File: config.mk
export PLATFORM = sky130hd
export DESIGN_NAME = cc_pair_inserter
export DESIGN_NICKNAME = d
export VERILOG_FILES = /design/src/rtl/cc_pair_inserter.sv
export SDC_FILE = /design/constraint.sdc
export NUM_CORES = 1
export LEC_CHECK = 0
export BUFFER_PORTS_ARGS = -buffer_cell sky130_fd_sc_hd__buf_2
export CORE_MARGIN = 2
export CORE_UTILIZATION = 49
export CTS_CLUSTER_DIAMETER = 50
export CTS_CLUSTER_SIZE = 24
export DETAILED_ROUTE_END_ITERATION = 8
export PLACE_DENSITY = 0.7
export REMOVE_ABC_BUFFERS = 1
export SETUP_SLACK_MARGIN = 0.15
export SYNTH_ARGS = -nofsm -noshare
export SYNTH_HDL_FRONTEND = slang
export SYNTH_SLANG_ARGS = --single-unit
File: constraint.sdc
create_clock -name clk -period 6.4 [get_ports clk]
set_input_delay 0.32 -clock clk [delete_from_list [all_inputs] [get_ports clk]]
set_output_delay 0.32 -clock clk [all_outputs]
set_load 0.01 [all_outputs]
File: src/rtl/cc_pair_inserter.sv
module cc_pair_inserter #(
  parameter int LINE_W   = 10,
  parameter int CNT_W    = 8,
  parameter int LINE_OFS = 11
) (
  input  logic              clk,
  input  logic              rst_n,
  input  logic              wr_en,
  input  logic [1:0]        wr_addr,
  input  logic [7:0]        wr_data,
  input  logic              hs_fall,
  input  logic [LINE_W-1:0] line_next,
  input  logic              field_even,
  input  logic [CNT_W-1:0]  bit_period,
  output logic              rts_pending,
  output logic              cc_valid,
  output logic              cc_bit,
  output logic              cc_done
);

  localparam int WORD_W = 16;
  localparam int IDX_W  = $clog2(WORD_W);

  logic [7:0]        byte_a, byte_b, ctrl_q;
  logic [WORD_W-1:0] sreg;
  logic [CNT_W-1:0]  tcnt;
  logic [IDX_W-1:0]  bidx;
  logic              busy, done_q;

  function automatic logic [7:0] with_par(input logic [7:0] b, input logic en);
    with_par = en ? {~^b[6:0], b[6:0]} : b;
  endfunction

  wire ctrl_wr   = wr_en && (wr_addr == 2'd2);
  wire line_hit  = line_next == (LINE_W'(ctrl_q[3:0]) + LINE_W'(LINE_OFS));
  wire field_hit = ctrl_q[4] == field_even;
  wire take      = hs_fall && ctrl_q[7] && line_hit && field_hit;
  wire [CNT_W-1:0] plen = (bit_period == '0) ? CNT_W'(1) : bit_period;
  wire bit_end   = busy && (tcnt == plen - CNT_W'(1));

  wire [WORD_W-1:0] load_word = ctrl_q[6]
    ? {with_par(byte_b, ctrl_q[5]), with_par(byte_a, ctrl_q[5])}
    : 16'h8080;

  always_ff @(posedge clk) begin
    if (!rst_n) begin
      byte_a <= '0;
      byte_b <= '0;
      ctrl_q <= '0;
    end else begin
      if (wr_en && wr_addr == 2'd0) byte_a <= wr_data;
      if (wr_en && wr_addr == 2'd1) byte_b <= wr_data;
      if (ctrl_wr)                  ctrl_q <= wr_data;
      else if (take)                ctrl_q[6] <= 1'b0;
    end
  end

  always_ff @(posedge clk) begin
    if (!rst_n) begin
      sreg   <= '0;
      tcnt   <= '0;
      bidx   <= '0;
      busy   <= 1'b0;
      done_q <= 1'b0;
    end else begin
      done_q <= 1'b0;
      if (take) begin
        sreg <= load_word;
        tcnt <= '0;
        bidx <= '0;
        busy <= 1'b1;
      end else if (bit_end) begin
        tcnt <= '0;
        sreg <= sreg >> 1;
        if (bidx == IDX_W'(WORD_W - 1)) begin
          busy   <= 1'b0;
          done_q <= 1'b1;
        end else begin
          bidx <= bidx + IDX_W'(1);
        end
      end else if (busy) begin
        tcnt <= tcnt + CNT_W'(1);
      end
    end
  end

  assign rts_pending = ctrl_q[6];
  assign cc_valid    = busy;
  assign cc_bit      = busy & sreg[0];
  assign cc_done     = done_q;

  AST_DONE_PULSE: assert property (@(posedge clk) disable iff (!rst_n)
    cc_done |=> !cc_done);
  AST_DONE_AFTER_BITS: assert property (@(posedge clk) disable iff (!rst_n)
    cc_done |-> (!cc_valid && $past(cc_valid)));
  AST_IDLE_LOW: assert property (@(posedge clk) disable iff (!rst_n)
    !cc_valid |-> !cc_bit);
  AST_RTS_CLEARED: assert property (@(posedge clk) disable iff (!rst_n)
    (take && !ctrl_wr) |=> !rts_pending);
  AST_BIT_HOLD: assert property (@(posedge clk) disable iff (!rst_n)
    (cc_valid && $past(cc_valid) && tcnt != '0) |-> $stable(cc_bit));
  AST_DISABLED_QUIET: assert property (@(posedge clk) disable iff (!rst_n)
    (!cc_valid && !ctrl_q[7]) |=> !cc_valid);

endmodule

==> impl_metrics.yaml <==
run:
  maxCapViolCount: 0
grt:
  grt_pass1_vias: 1980
  gr-usage-all-layers: 0.176
  number_of_antenna_violations_at_the_first_check_in_global_routing: 0
  overflow: 0
  largest_net_degree_at_the_start_of_global_routing: 26
  wire_length_of_the_first_global_routing_pass_um: 8830
drt:
  antenna_violation_net_count_after_detailed_routing: 0
  route.detailed.drc: 0
  routed_wirelength_um: 5300
  detail_route.iter0.violations: 78
  dr_total_vias: 2172
  via_per_inst: 5.34
  wire_per_inst_um: 13.0
  tritonroute_pass_1_iters: 4
synthesis:
  synth.avg_cell_area_um2: 9.07
  post_synth_inst_count: 301
  netlist_top_cells_area: "sky130_fd_sc_hd__dfxtp_1 (40%), sky130_fd_sc_hd__mux2i_1 (14%), sky130_fd_sc_hd__xnor2_1 (6.1%)"
  synth_ff_type: "sky130_fd_sc_hd__dfxtp_1"
  synthDominantAreaCellType: "sky130_fd_sc_hd__dfxtp_1"
  netlist_area_um2: 2730
  post_synth_edffs: 0
  postSynthRegisterBits: 54
  synth_sequential_area_ratio: 0.396
  synthDominantCellAreaShare: 0.396
  yosysUniqueCellTypes: 50
  postSynth.asyncResetShare: 0
  yosysWarnings: 0
clocking:
  numCtsBuffers: 5
  tritoncts: "built"
  clock_tree.root_cell: "sky130_fd_sc_hd__clkbuf_8"
  cts.sinks: 54
  insertion_delay_ns: 0.31
  cts.path.max_buffers: 2
  post_cts_hold_buffer_count: 0
  total_number_of_h_tree_levels: 2
  clkSlewWorstSetupHoldPaths_ns: 0.10
  postCtsResizedCells: 0
  cts_setup_buffers: 0
floorplanning:
  floorplan.io_pins: 37
  total_die_area_um2: 6180
  die_wd_um: 78.6
  chipHeight_um: 78.6
  placeableCoreArea_um2: 5440
  placementRows: 27
  initial_core_util: 0.502
sta:
  post-route-period-util: 0.524
  finalMaxSlewViolations: 0
  post-route-worst-setup-slack_ns: 3.05
  finalHoldViolCount: 0
  achievable-frequency_ghz: 0.298
  worst-slew-pin-transition_ns: 0.767
  skew_ns: 0.0151
  setup-violations-final: 0
  slew_headroom: 0.488
  grt_setup_unrepaired: "false"
  setup_total_negative_slack_ns: 0
  period_needed_ns: 3.35
power:
  p_switching_w: 0.000153
  power.switching_fraction: 0.235
  power_leakage_nw: 1.31
  p_per_area_nw_per_um2: 212
  cellInternalPower_w: 0.000501
  clkPwrFrac: 0.370
  seq_power_share: 0.532
  power.ir.vdd_worst_v: 0.000155
  power.combinational.fraction: 0.098
final_layout:
  num-nets-final: 371
  antennaDiodeCount: 0
  synthToLayoutAreaGrowth_pct: 12.9
  post_route_cells_drive_above_1_share: 0.161
  final_core_utilization: 0.566
worst_setup_path:
  worst-endpoint-required_ns: 6.62
  startpoint_type_of_the_worst_setup_path: "input port"
  worstPathArrival_ns: 3.57
  critPathMaxFanout: 24
  critPathCaptureType: "register"
  crit_type: "in2reg"
placement:
  dp_worst_setup_slack_ns: 2.69
  routabilityCongestion: 0.764
  placement.io_buffers: 36
  hpwlAfterDp_um: 3920
worst_hold_path:
  timing.hold.worst.class: "in2reg"
run_status:
  result_of_the_run: "complete, no violations"
-- cell usage after synthesis (4+ instances only) --
master                     number
sky130_fd_sc_hd__ha_1           4
sky130_fd_sc_hd__nor3_1         4
sky130_fd_sc_hd__dfxtp_1       54
sky130_fd_sc_hd__o21ai_0       15
sky130_fd_sc_hd__a21oi_1       10
sky130_fd_sc_hd__clkbuf_1       7
sky130_fd_sc_hd__nand3b_1       4
sky130_fd_sc_hd__o21ai_1        4
sky130_fd_sc_hd__xor2_1        11
sky130_fd_sc_hd__mux2i_1       39
sky130_fd_sc_hd__nand2b_1       4
sky130_fd_sc_hd__nand3_1        6
sky130_fd_sc_hd__nand2_1       24
sky130_fd_sc_hd__inv_1          5
sky130_fd_sc_hd__xnor2_1       19
sky130_fd_sc_hd__nor2_1        39
sky130_fd_sc_hd__a31oi_1        5
-- cell type report --
| cell class | count | area (um^2) |
|---|---|---|
| Fill cell | 506 | 2360 |
| Multi-Input combinational cell | 229 | 1570 |
| Sequential cell | 54 | 1080 |
| Timing Repair Buffer | 39 | 203 |
| Tap cell | 72 | 90.1 |
| Clock buffer | 6 | 82.6 |
| Clock inverter | 2 | 38.8 |
| Inverter | 5 | 18.8 |
-- worst max-delay path: stages --
cell	delay (ns)
sky130_fd_sc_hd__buf_2	0.14
sky130_fd_sc_hd__nor4_1	0.40
sky130_fd_sc_hd__a31oi_1	0.18
sky130_fd_sc_hd__ha_1	0.29
sky130_fd_sc_hd__xor2_1	0.16
sky130_fd_sc_hd__nor2_1	0.09
sky130_fd_sc_hd__a21oi_1	0.05
sky130_fd_sc_hd__a2111oi_2	0.60
sky130_fd_sc_hd__nand3_2	0.65
sky130_fd_sc_hd__mux2_1	0.52
sky130_fd_sc_hd__o21a_1	0.16
-- registers in the layout, indices dropped and copies added, names as in the netlist --
register and count:
cc_done 1, byte_b 8, sreg 16, cc_valid 1
bidx 4, byte_a 8, ctrl_q 8, tcnt 8
-- metal layers --
| layer | up-vias | global-route usage | routed length (um) |
|---|---|---|---|
| met1 | 997 | 0.227 | 2550 |
| met2 | 40 | 0.295 | 2470 |
| met3 | 7 | 0.0471 | 202 |
| met4 | 0 | 0.0421 | 76 |
| li1 | 1128 | - | - |
| met5 | - | 0 | 0 |
-- through the flow --
stage	total power (W)	std cells	hold WS [ns]	area (um^2)
after CTS	0.000658	407	0.262	3080
final	0.000654	407	0.264	3080
after detailed placement	0.000420	399	0.484	2960
after global placement	0.000418	399	0.478	2960
after floorplan	0.000396	288	0.437	2670
after global routing	0.000682	407	0.261	3080
-- path summary, 6_finish.rpt --
path                               startpoint         to  slack, ns  depth (start not counted)
worst max-delay path            bit_period[2]    sreg[7]       3.05                         11
worst min-delay path               wr_data[6]  byte_a[6]       0.26                          3
worst max register to register        tcnt[3]    sreg[7]       3.15                          7
worst min register to register      byte_b[6]   sreg[14]       0.50                          2
-- power groups by stage --
| stage | clock, W | combinational [W] | sequential (W) |
|---|---|---|---|
| after CTS | 0.000245 | 0.0000648 | 0.000348 |
| after global routing | 0.000262 | 0.0000712 | 0.000349 |
| final | 0.000242 | 0.0000641 | 0.000348 |
| after floorplan | 0 | 0.0000417 | 0.000354 |
| after detailed placement | 0 | 0.0000643 | 0.000356 |
| after global placement | 0 | 0.0000629 | 0.000355 |
-- placed cells by master (no fill, tap or decap), types with 6 or more instances in the layout --
cell,instances
sky130_fd_sc_hd__nand2_1,24
sky130_fd_sc_hd__clkbuf_8,6
sky130_fd_sc_hd__o21ai_0,15
sky130_fd_sc_hd__nor2_1,39
sky130_fd_sc_hd__dfxtp_1,54
sky130_fd_sc_hd__xnor2_1,19
sky130_fd_sc_hd__nand3_1,6
sky130_fd_sc_hd__xor2_1,11
sky130_fd_sc_hd__mux2i_1,39
sky130_fd_sc_hd__a21oi_1,10
sky130_fd_sc_hd__buf_2,36
-- logic make-up (layout without fill, tap and decap cells) --
group / after synthesis / after routing / share of synthesized area
and+or+nand+nor: 106 / 106 / 0.199
DFF: 54 / 54 / 0.396
AOI/OAI and AO/OA: 48 / 48 / 0.109
muxes: 41 / 41 / 0.151
xor gates and xnor gates: 30 / 30 / 0.0963
buffers and inverters: 18 / 52 / 0.0298
adders and majority gates: 4 / 4 / 0.0183
No activity file was read; power rests on OpenSTA's default activity.
